[src/rtl/tpm_pwm.sv]
module tpm_pwm #(
  parameter int CW  = 16,
  parameter int NCH = 2,
  parameter int AW  = 4
) (
  input  logic           clk,
  input  logic           rst_n,
  input  logic [AW-1:0]  bus_addr,
  input  logic           bus_wr,
  input  logic           bus_rd,
  input  logic [CW-1:0]  bus_wdata,
  output logic [CW-1:0]  bus_rdata,
  input  logic [1:0]     tick_src,
  output logic [NCH-1:0] pwm_out,
  output logic           irq
);

  localparam logic [AW-1:0] A_TSC = AW'(0);
  localparam logic [AW-1:0] A_CNT = AW'(1);
  localparam logic [AW-1:0] A_MOD = AW'(2);
  localparam int PW = 7;

  logic          tof, toie, cpwms, tof_arm;
  logic [1:0]    csel;
  logic [2:0]    ps;
  logic [PW-1:0] pre, mask;
  logic [CW-1:0] cnt, cnt_n, mod_buf, mod_act;
  logic          down, down_n, wrap, src_pulse, tick, restart, load;
  logic          wr_tsc, wr_cnt, wr_mod, rd_tsc;
  logic [NCH-1:0]    chf_v, chie_v;
  logic [NCH*CW-1:0] chvb_all, chva_all;
  logic [CW-1:0]     rd_mux;

  assign wr_tsc = bus_wr && bus_addr == A_TSC;
  assign wr_cnt = bus_wr && bus_addr == A_CNT;
  assign wr_mod = bus_wr && bus_addr == A_MOD;
  assign rd_tsc = bus_rd && bus_addr == A_TSC;

  always_comb begin
    case (csel)
      2'b01:   src_pulse = 1'b1;
      2'b10:   src_pulse = tick_src[0];
      2'b11:   src_pulse = tick_src[1];
      default: src_pulse = 1'b0;
    endcase
  end

  assign mask    = PW'((8'd1 << ps) - 8'd1);
  assign restart = wr_cnt || (wr_tsc && bus_wdata[5] != cpwms);
  assign tick    = src_pulse && ((pre & mask) == mask) && !restart;
  assign load    = (tick && wrap) || csel == 2'b00;

  always_comb begin
    cnt_n  = cnt;
    down_n = down;
    wrap   = 1'b0;
    if (!cpwms) begin
      if (cnt >= mod_act) begin
        cnt_n = '0;
        wrap  = 1'b1;
      end else begin
        cnt_n = cnt + 1'b1;
      end
    end else if (!down && cnt < mod_act) begin
      cnt_n = cnt + 1'b1;
    end else if (cnt <= CW'(1)) begin
      cnt_n  = '0;
      down_n = 1'b0;
      wrap   = 1'b1;
    end else begin
      cnt_n  = cnt - 1'b1;
      down_n = 1'b1;
    end
  end

  always_ff @(posedge clk) begin
    if (!rst_n) begin
      cnt  <= '0;
      down <= 1'b0;
      pre  <= '0;
    end else if (restart) begin
      cnt  <= '0;
      down <= 1'b0;
      pre  <= '0;
    end else begin
      if (src_pulse) pre <= pre + 1'b1;
      if (tick) begin
        cnt  <= cnt_n;
        down <= down_n;
      end
    end
  end

  always_ff @(posedge clk) begin
    if (!rst_n) begin
      toie    <= 1'b0;
      cpwms   <= 1'b0;
      csel    <= 2'b00;
      ps      <= 3'd0;
      tof     <= 1'b0;
      tof_arm <= 1'b0;
      mod_buf <= '0;
      mod_act <= '0;
    end else begin
      if (wr_tsc) begin
        toie  <= bus_wdata[6];
        cpwms <= bus_wdata[5];
        csel  <= bus_wdata[4:3];
        ps    <= bus_wdata[2:0];
      end
      if (tick && wrap)                           tof <= 1'b1;
      else if (wr_tsc && !bus_wdata[7] && tof_arm) tof <= 1'b0;
      if (wr_tsc)             tof_arm <= 1'b0;
      else if (rd_tsc && tof) tof_arm <= 1'b1;
      else if (!tof)          tof_arm <= 1'b0;
      if (wr_mod) mod_buf <= bus_wdata;
      if (load)   mod_act <= mod_buf;
    end
  end

  for (genvar i = 0; i < NCH; i++) begin : g_ch
    localparam logic [AW-1:0] A_SC = AW'(3 + 2 * i);
    localparam logic [AW-1:0] A_V  = AW'(4 + 2 * i);
    logic          f, en, arm, hit, wsc, wv, rsc;
    logic [CW-1:0] vb, va, eff;

    assign wsc = bus_wr && bus_addr == A_SC;
    assign wv  = bus_wr && bus_addr == A_V;
    assign rsc = bus_rd && bus_addr == A_SC;
    assign eff = load ? vb : va;
    assign hit = tick && cnt_n == eff;

    always_ff @(posedge clk) begin
      if (!rst_n) begin
        f   <= 1'b0;
        en  <= 1'b0;
        arm <= 1'b0;
        vb  <= '0;
        va  <= '0;
      end else begin
        if (wsc)  en <= bus_wdata[6];
        if (wv)   vb <= bus_wdata;
        if (load) va <= vb;
        if (hit)                           f <= 1'b1;
        else if (wsc && !bus_wdata[7] && arm) f <= 1'b0;
        if (wsc)          arm <= 1'b0;
        else if (rsc && f) arm <= 1'b1;
        else if (!f)       arm <= 1'b0;
      end
    end

    assign pwm_out[i]              = cnt < va;
    assign chf_v[i]                = f;
    assign chie_v[i]               = en;
    assign chvb_all[i*CW +: CW]    = vb;
    assign chva_all[i*CW +: CW]    = va;
  end

  always_comb begin
    rd_mux = '0;
    case (bus_addr)
      A_TSC:   rd_mux = CW'({tof, toie, cpwms, csel, ps});
      A_CNT:   rd_mux = cnt;
      A_MOD:   rd_mux = mod_buf;
      default: rd_mux = '0;
    endcase
    for (int i = 0; i < NCH; i++) begin
      if (bus_addr == AW'(3 + 2 * i)) rd_mux = CW'({chf_v[i], chie_v[i], 6'b0});
      if (bus_addr == AW'(4 + 2 * i)) rd_mux = chvb_all[i*CW +: CW];
    end
  end

  always_ff @(posedge clk) begin
    if (!rst_n)      bus_rdata <= '0;
    else if (bus_rd) bus_rdata <= rd_mux;
  end

  assign irq = (tof && toie) || |(chf_v & chie_v);

endmodule

[config.mk]
export PLATFORM = sky130hd
export DESIGN_NAME = tpm_pwm
export DESIGN_NICKNAME = d
export VERILOG_FILES = /design/src/rtl/tpm_pwm.sv
export SDC_FILE = /design/constraint.sdc
export NUM_CORES = 1
export LEC_CHECK = 0
export CAP_MARGIN = 0
export CORE_ASPECT_RATIO = 1.4
export CORE_MARGIN = 2
export CORE_UTILIZATION = 50
export DETAILED_ROUTE_END_ITERATION = 8
export DONT_BUFFER_PORTS = 1
export GPL_TIMING_DRIVEN = 0
export PLACE_DENSITY = 0.75
export SLEW_MARGIN = 20
export SYNTH_ARGS = -nofsm -noshare
export SYNTH_HDL_FRONTEND = slang
export SYNTH_SLANG_ARGS = --single-unit
[constraint.sdc]
create_clock -name clk -period 5.3 [get_ports clk]
set_input_delay 0.53 -clock clk [delete_from_list [all_inputs] [get_ports clk]]
set_output_delay 0.53 -clock clk [all_outputs]
set_load 0.05 [all_outputs]
## Word-level counts from Yosys, hierarchy flattened

Index checks and enable logic that the tools add are counted.

| word-level totals | value |
|---|---|
| RAM bits | 0 |
| input bits | 26 |
| bits in latches | 0 |
| memory bits (read-only) | 0 |
| word-level logic and storage cells | 125 |
| output and inout port bits | 19 |
| register bits | 151 |
| memories | 0 |

| cells by class | value |
|---|---|
| add/subtract/negate cells | 4 |
| $lt $le $gt $ge | 5 |
| divide/modulo/power cells | 0 |
| multiply operators | 0 |
| eq/ne operators | 16 |
| shift-type cells | 1 |
| reductions and logical operators | 44 |
| mux-type cells | 29 |
| bitwise operators | 4 |

Operators by type and width:

| cell | count |
|---|---|
| two-way mux 16 bit | 10 |
| < comparator 16 bit | 3 |
| case mux 16 bit (3 select lines) | 1 |
| == test 16 bit | 2 |
| logical AND 1 bit | 27 |
| two-way mux 1 bit | 17 |
| adder 16 x 1 -> 16 bit, second input constant | 1 |
| greater-or-equal comparator 16 bit | 1 |
| <= comparator 16 x 1 -> 1 bit, second input constant | 1 |
| subtractor 16 x 1 -> 16 bit, second input constant | 1 |
| == test 4 x 3 -> 1 bit, second input constant | 3 |
| OR reduction 2 bit | 5 |
| == test 4 x 2 -> 1 bit, second input constant | 2 |
| adder 7 x 1 -> 7 bit, second input constant | 1 |
| AND 7 bit | 1 |
| == test 7 bit | 1 |
| left shift 1 x 3 -> 7 bit, first input constant | 1 |
| subtractor 7 x 1 -> 7 bit, second input constant | 1 |
| != test 2 x 1 -> 1 bit, second input constant | 3 |
| nonzero test 2 bit | 3 |
| == test 2 bit, second input constant | 2 |
| == test 4 x 1 -> 1 bit, second input constant | 1 |
| logical NOT 4 bit | 1 |
| logical NOT 1 bit | 3 |
| 8 further kinds | 11 |

## Longest topological paths before layout

Gate-level depths: netlist (run 1).

| depth | value |
|---|---|
| depth after elaboration | 12 |
| depth in mapped cells | 16 |

## Least setup slack after synthesis (run 1)

Ideal clock, no wire load.

| timing | value |
|---|---|
| kind | reg-to-reg |
| start point | reg cnt[0] |
| end point | reg g_ch[1].f |
| required time | 5.204 ns |
| arrival | 3.897 ns |
| stages on the path, launching flop included | 16 |
| path slack | 1.308 ns |
| clock period less this slack | 3.992 ns |
| library setup time | 0.096 ns |
| cell sequence | dfxtp_1 > clkbuf_1 > inv_1 > ha_1 > nand2b_1 > a2111oi_0 > nor4_1 > o31ai_1 > a21boi_4 > or2_2 > buf_2 > a21oi_1 > xor2_1 > nand4_1 > or3_1 > o41ai_2 |

| on the way | value |
|---|---|
| word-level cells in the longest chain between the ends | 10 |

Ends and longest elaborated chain:

| element | line | source |
|---|---|---|
| start, declared | 27 | `logic [CW-1:0] cnt, cnt_n, mod_buf, mod_act;` |
| start signal, assigned | 88 | `cnt <= cnt_n;` |
| <= comparator 16 x 1 -> 1 bit or < comparator 16 bit (tied branches) | 66, 64 |  |
| two-way mux 1 bit or logical AND 1 bit (tied branches) | 66, 64 |  |
| two-way mux 1 bit | 64 | `end else if (!down && cnt < mod_act) begin` |
| two-way mux 1 bit | 57 | `if (!cpwms) begin` |
| logical AND 1 bit | 51 | `assign load = (tick && wrap) \|\| csel == 2'b00;` |
| logical OR 1 bit | 51 |  |
| two-way mux 16 bit | -- |  |
| == test 16 bit * | 131 | `assign hit = tick && cnt_n == eff;` |
| logical AND 1 bit * | 131 |  |
| two-way mux 1 bit or nonzero test 2 bit (tied branches) | -- |  |
| end signal, assigned | 135 | `f <= 1'b0;` |
| end signal, assigned | 144 | `if (hit) f <= 1'b1;` |
| end signal, assigned | 145 | `else if (wsc && !bus_wdata[7] && arm) f <= 1'b0;` |
| end, declared | 124 | `logic f, en, arm, hit, wsc, wv, rsc;` |

Mark *: on every way between the ends. The rest lies on a longest branch, timed or not.
A chain may end at the register's enable or synchronous reset.

## Final worst setup path (run 1)

| timing | value |
|---|---|
| start point | reg cnt[15] |
| end point | reg g_ch[0].f |

| on the way | value |
|---|---|
| word-level cells in the longest chain between the ends | 10 |

Ends and longest elaborated chain:

| element | line |
|---|---|
| <= comparator 16 x 1 -> 1 bit or < comparator 16 bit (tied branches) | 66, 64 |
| two-way mux 1 bit or logical AND 1 bit (tied branches) | 66, 64 |
| two-way mux 1 bit | 64 |
| two-way mux 1 bit | 57 |
| logical AND 1 bit | 51 |
| logical OR 1 bit | 51 |
| two-way mux 16 bit | -- |
| == test 16 bit * | 131 |
| logical AND 1 bit * | 131 |
| two-way mux 1 bit or nonzero test 2 bit (tied branches) | -- |
| end signal, assigned | 135 |
| end signal, assigned | 144 |
| end signal, assigned | 145 |
| end, declared | 124 |

Marks and branches as above.

==> results of run 1 <==
power by group through the flow:
stage,clock [uW],sequential [uW],combinational [uW]
3_3_place_gp,0,1210,147
2_1_floorplan,0,1200,107
5_1_grt,1350,1180,167
3_5_place_dp,0,1210,149
4_1_cts,1300,1180,150
6_report,1300,1180,154
worst paths after layout:
check	from	to	slack, ns	depth (start not counted)
setup / recovery	cnt[15]	g_ch[0].f	0.30	13
setup reg to reg	cnt[15]	g_ch[0].f	0.30	13
hold / removal	bus_wdata[3]	mod_buf[3]	0.24	2
hold reg to reg	mod_act[9]	mod_act[9]	0.47	2
metrics by stage:
step	hold slack [ns]	instance area [um2]
2_1_floorplan	0.441	8510
3_3_place_gp	0.449	8760
3_5_place_dp	0.462	8780
4_1_cts	0.235	9410
5_1_grt	0.234	9440
6_report	0.236	9440
repair_timing:
item	4_1_cts	5_1_grt
hold endpoints to repair	0	0
gates resized for setup	0	4
setup endpoints to repair	0	2
sequential cells by signal (all words and copies together) (netlist names):
signal,cells
g_ch.en,2
toie,1
cpwms,1
g_ch.va,32
tof,1
cnt,16
mod_buf,16
g_ch.f,2
csel,2
pre,7
tof_arm,1
ps,3
g_ch.arm,2
g_ch.vb,32
down,1
mod_act,16
bus_rdata,16
cell usage in the layout (no fill, tap or decap), types with 5 or more instances in the layout:
cell	netlist	routed
a21o_1	19	19
xor2_1	27	27
nand2b_1	7	7
clkbuf_16	0	17
a41oi_1	5	5
a21boi_0	75	75
inv_1	54	54
a22oi_1	21	21
nand4_1	14	14
nor3_1	30	29
xnor2_1	22	22
or3_1	6	6
o21ai_0	30	30
nand2_1	184	184
nor4_1	11	10
a31oi_1	14	12
dfxtp_1	151	151
nor2_1	56	56
clkbuf_1	54	53
mux2i_1	30	30
nand3_1	32	32
and3_1	9	9
nor2b_1	36	36
a21oi_1	50	50
ha_1	50	50
cells by family (layout without fill, tap and decap cells):
logic type	count (synthesis)	in the layout	synth area share (%)
fa+ha+maj	50	50	7.35
mux	33	33	4.06
simple gates	400	400	21.8
flops	151	151	35.5
compound gates	253	253	20.8
xor+xnor	49	49	5.04
buf+inv	117	149	5.40
cell type report:
type                    count  area share, %
clock buffers              18           4.65
flip-flops and latches    151           32.0
inverters                  54           2.15
plain buffers              63           2.73
multi-input cells         785           53.8
clock inverters            14           2.00
well taps                 203           2.69
per-layer routing:
metal / GRT usage [%] / up-vias
li1: - / 3714
met1: 33.3 / 3762
met2: 52.0 / 305
met3: 4.57 / 101
met4: 20.8 / 0
met5: 0 / -
==> metrics.cfg, run 1 <==
[floorplan]
rows=56
start_util_pct=50.8
coreArea_um2=16700
boundaryPins=45
dieArea_um2=18100
die_h_um=158
die_w_um=114

[synthesis]
ys_top_cells_by_count=184 x nand2_1, 151 x dfxtp_1, 75 x a21boi_0
synth_area_leader_cell=dfxtp_1
syn_area_per_cell_um2=8.08
yosysSeqAreaShare_pct=35.5
synth_edf_count=0
syn_area_um2=8510
async_flop_share_pct=0
synth_cell_types=62
synth_warnings=0
synth_ff_type=dfxtp_1
syn_nets=1129
synth_seq_cells=151
synthTopCellsByArea=dfxtp_1 36%, nand2_1 8.1%, ha_1 7.4%
netlist_instances=1053
synth_top_area_share_pct=35.5
synth.most_common_cell=nand2_1

[worst_setup_path]
path_buf_inv=1
worst-endpoint-required_ns=5.62
cp_data_arrival_time_ns=5.31
cpMaxStageDelayCell=dfxtp_1
crit_path_cell_trace=ha_1 > nand4_1 > or3_1 > nor4_1 > o31ai_2 > a21boi_4 > buf_2 > nor3_1 > a21oi_1 > xnor2_1 > nor4_1 > nand3_1 > o41ai_1
max_stage_delay_ns=0.59
crit_fanout=10
critical_path.top_delay_family=simple AND/OR/NAND/NOR gates
end_kind=flip-flop
startpoint_type=flip-flop
critPathKind=flip-flop to flip-flop
crit_top_cell=nor4_1

[layout]
seq_area_um2=3020
diodes=0
fillers=1505
syn_to_final_growth_pct=10.9
drive_gt1_share_pct=5.44
multi_input_area_um2=5070
postLayoutCoreUtil_pct=56.4
instances_no_fill=1288
final_nets=1148

[power]
pwr-share-comb_pct=5.8
intPower_uw=1970
seqPwrFrac_pct=44.8
peakVddDrop_mv=0.217
p_total_uw=2640
power_frac_clock_pct=49.3
powerDensity_nw_per_um2=280
switching_share_pct=25.4
p_leak_uw=0.00320
switchingPower_uw=671

[placement]
place_ws_ns=0.143
numPortBuffers=0
dpl.hpwl_mm=20.5
dp_cells=1256
routabilityCongestion=0.976

[clocking]
cts_setup_buffers=0
max-clock-path-buffers=2
clock_latency_ns=0.43
cts.clk_slew.worst_paths_ns=0.07
cts.sinks=151
postCtsHoldBufs=0
clockRootBuffer=clkbuf_16
htreeDepth=4
numCtsBuffers=17
cts_tree=yes

[sta]
hold_viol=0
worst_slew_pin_slew_ns=0.873
fin_setup_tns_ns=0
setup_ws_ns=0.304
fmax_ghz=0.200
slew_headroom_pct=41.3
grt_setup_unrepaired=false
skew_ns=0.00953
report.final.slew_viol_count=0
post-route-period-util_pct=94.3
fin_crit_ns=5.00
setup_viol=0

[grt]
grt_overflow=0
grt_first_pass_wirelength_mm=41.5
antenna_found_initial=0
grt_pass1_vias=7876
grt_max_degree=17
grt_usage_pct=29.9

[job]
max-cap-violations=0

[hold_path]
hp-class=input port to flip-flop

[route]
post_drt_wl_per_cell_um=20.4
vias=7882
wl_mm=26.3
ant_nets=0
viasPerCell=6.12
firstDrtPassIters=5
top_layer=met4
drt-met1-wl_mm=10.0
wl_met2_mm=13.1
wl_met3_mm=1.45
drt_first_iter_violations=623
drc=0

[status]
status=complete, no violations

No activity file was read; power rests on OpenSTA's default activity.
==> run 2: changes to the inputs <==
CORE_ASPECT_RATIO = default   (was 1.4)
==> run 2 against run 1 <==
  * Largest cell class unchanged
  * First-iteration DRC count rose by 31%
  * Critical endpoint is now g_ch[1].f
  * Critical path depth unchanged
  * Flip-flop and latch count stayed put
==> metrics.cfg, run 2 (synthesized netlist as in run 1, its figures left out) <==
[route]
viasPerCell=6.03  ; -1.4%
post_drt_wl_per_cell_um=19.5  ; -4.4%
wl_mm=25.5  ; -3.1%
firstDrtPassIters=6  ; +1
drt_first_iter_violations=816  ; +31%
ant_nets=0  ; unchanged
vias=7874  ; -0.10%
drc=0  ; unchanged

[hold_path]
min_to=g_ch[1].vb[10]
min_from=bus_wdata[10]
hp-class=input port to flip-flop
hold_depth=2  ; unchanged

[sta]
hold_viol=0  ; unchanged
fin_setup_tns_ns=0  ; unchanged
report.final.slew_viol_count=0  ; unchanged
fmax_ghz=0.195  ; -2.4%
worst_slew_pin_slew_ns=1.16  ; +0.288 ns
setup_viol=0  ; unchanged
slew_headroom_pct=22.2  ; -19 points
setup_ws_ns=0.181  ; -0.123 ns
post-route-period-util_pct=96.6  ; +2.3 points
fin_crit_ns=5.12  ; +0.123 ns
skew_ns=0.00977  ; +0.000239 ns

[clocking]
clock_latency_ns=0.43  ; about the same
postCtsHoldBufs=0  ; unchanged
post_cts_resized=0  ; unchanged
numCtsBuffers=17  ; unchanged
cts_tree=yes
max-clock-path-buffers=2  ; unchanged
cts.sinks=151  ; unchanged
cts_setup_buffers=0  ; unchanged
htreeDepth=4  ; unchanged
clockRootBuffer=clkbuf_16
cts.clk_slew.worst_paths_ns=0.07  ; about the same

[placement]
place_ws_ns=0.197  ; +0.0546 ns
routabilityCongestion=0.929  ; -4.8%
dpl.hpwl_mm=19.7  ; -3.9%
dpl-instance-area_um2=8800  ; +0.24%
numPortBuffers=0  ; unchanged

[worst_setup_path]
startpoint_type=flip-flop
critPathKind=flip-flop to flip-flop
worst-endpoint-required_ns=5.61  ; about the same
end_kind=flip-flop
timing.rr.start=cnt[15]
r2r_end=g_ch[1].f
crit_fanout=10  ; unchanged
cp_data_arrival_time_ns=5.43  ; +0.12 ns
ff2ff_path_depth=13  ; unchanged
r2r_slack_ns=0.18  ; -0.12 ns

[layout]
drive_gt1_share_pct=5.25  ; -0.18 points
design_area_um2=9390  ; -0.50%
mostFrequentLayoutCell=nand2_1
diodes=0  ; unchanged
reg_top3=g_ch.va (32), g_ch.vb (32)
final_nets=1148  ; unchanged
fillers=1554  ; +3.3%
syn_to_final_growth_pct=10.4
most-common-layout-cells=184 x nand2_1, 151 x dfxtp_1, 75 x a21boi_0, 56 x nor2_1

[grt]
grt_max_degree=18  ; +1
grt_overflow=0  ; unchanged
grt_pass1_vias=7613  ; -3.3%
antenna_found_initial=0  ; unchanged
grt_first_pass_wirelength_mm=40.4  ; -2.7%
grt_usage_pct=28.7  ; -1.2 points

[power]
peakVddDrop_mv=0.220  ; +1.7%
p_leak_uw=0.00317  ; -1.0%
powerDensity_nw_per_um2=269  ; -3.7%

[floorplan]
die_h_um=134  ; -15%
die_w_um=134  ; +18%
dieArea_um2=18100  ; about the same
rows=47  ; -16%
start_util_pct=51.3  ; +0.50 points
coreArea_um2=16600  ; -0.97%
boundaryPins=45  ; unchanged

[status]
status=complete, no violations

[job]
max-cap-violations=0  ; unchanged

[run 2: layout make-up]
| cell class | count | area, um2 | area share [%] |
|---|---|---|---|
| Multi-Input combinational cell | 785 | 5060 | 53.8 |
| Inverter | 54 | 203 | 2.16 |
| Tap cell | 220 | 275 | 2.93 |
| Buffer | 63 | 256 | 2.73 |
| Clock buffer | 17 | 425 | 4.53 |
| Sequential cell | 151 | 3020 | 32.2 |
| Clock inverter | 15 | 153 | 1.63 |
[run 2: per-stage QoR]
stage	util, %	std cells	total power (uW)	hold slack, ns
6_report	56.6	1305	2530	0.243
3_5_place_dp	53.1	1273	1360	0.456
3_3_place_gp	53.0	1273	1350	0.450
4_1_cts	56.6	1305	2520	0.240
2_1_floorplan	-	1053	1310	0.441
5_1_grt	56.6	1305	2580	0.238
[run 2: how the worst max path moves through the flow]
stage | slack [ns] | endpoint | depth (start not counted) | start
floorplan | 1.31 | g_ch[1].f | 15 | cnt[0]
global placement | 0.16 | g_ch[0].f | 14 | cnt[0]
detailed placement | 0.20 | g_ch[0].f | 14 | cnt[0]
CTS | 0.13 | g_ch[0].f | 14 | cnt[0]
global route | -0.007 | g_ch[1].f | 14 | cnt[15]
finish | 0.18 | g_ch[1].f | 13 | cnt[15]
[run 2: metal layers]
| metal | routed length, um | share of wire (%) | vias up | track usage, % |
|---|---|---|---|---|
| met5 | 0 | 0 | - | 0 |
| met4 | 827 | 3.2 | 0 | 11.1 |
| met3 | 1980 | 7.8 | 70 | 4.43 |
| met2 | 12000 | 47 | 335 | 47.6 |
| met1 | 10700 | 42 | 3751 | 37.7 |
| li1 | - | - | 3718 | - |
[run 2: critical path: stages (launching register included)]
cell and delay [ns]:
dfxtp_1 0.59, ha_1 0.33, a21oi_1 0.13, o21ai_0 0.28, or2_2 0.37, clkbuf_1 0.16
o31ai_1 0.92, clkbuf_1 0.45, a32oi_1 0.11, nor2_1 0.32, xor2_1 0.33, nand4_1 0.19
or3_1 0.41, o41ai_2 0.39
[run 2: power by group]
| part | total [uW] | leakage [uW] | switching, uW | internal (uW) |
|---|---|---|---|---|
| clock network | 1200 | 0.000277 | 565 | 630 |
| logic | 150 | 0.00167 | 100 | 50.0 |
| registers | 1180 | 0.00122 | 34.7 | 1150 |
| total | 2530 | 0.00317 | 700 | 1830 |
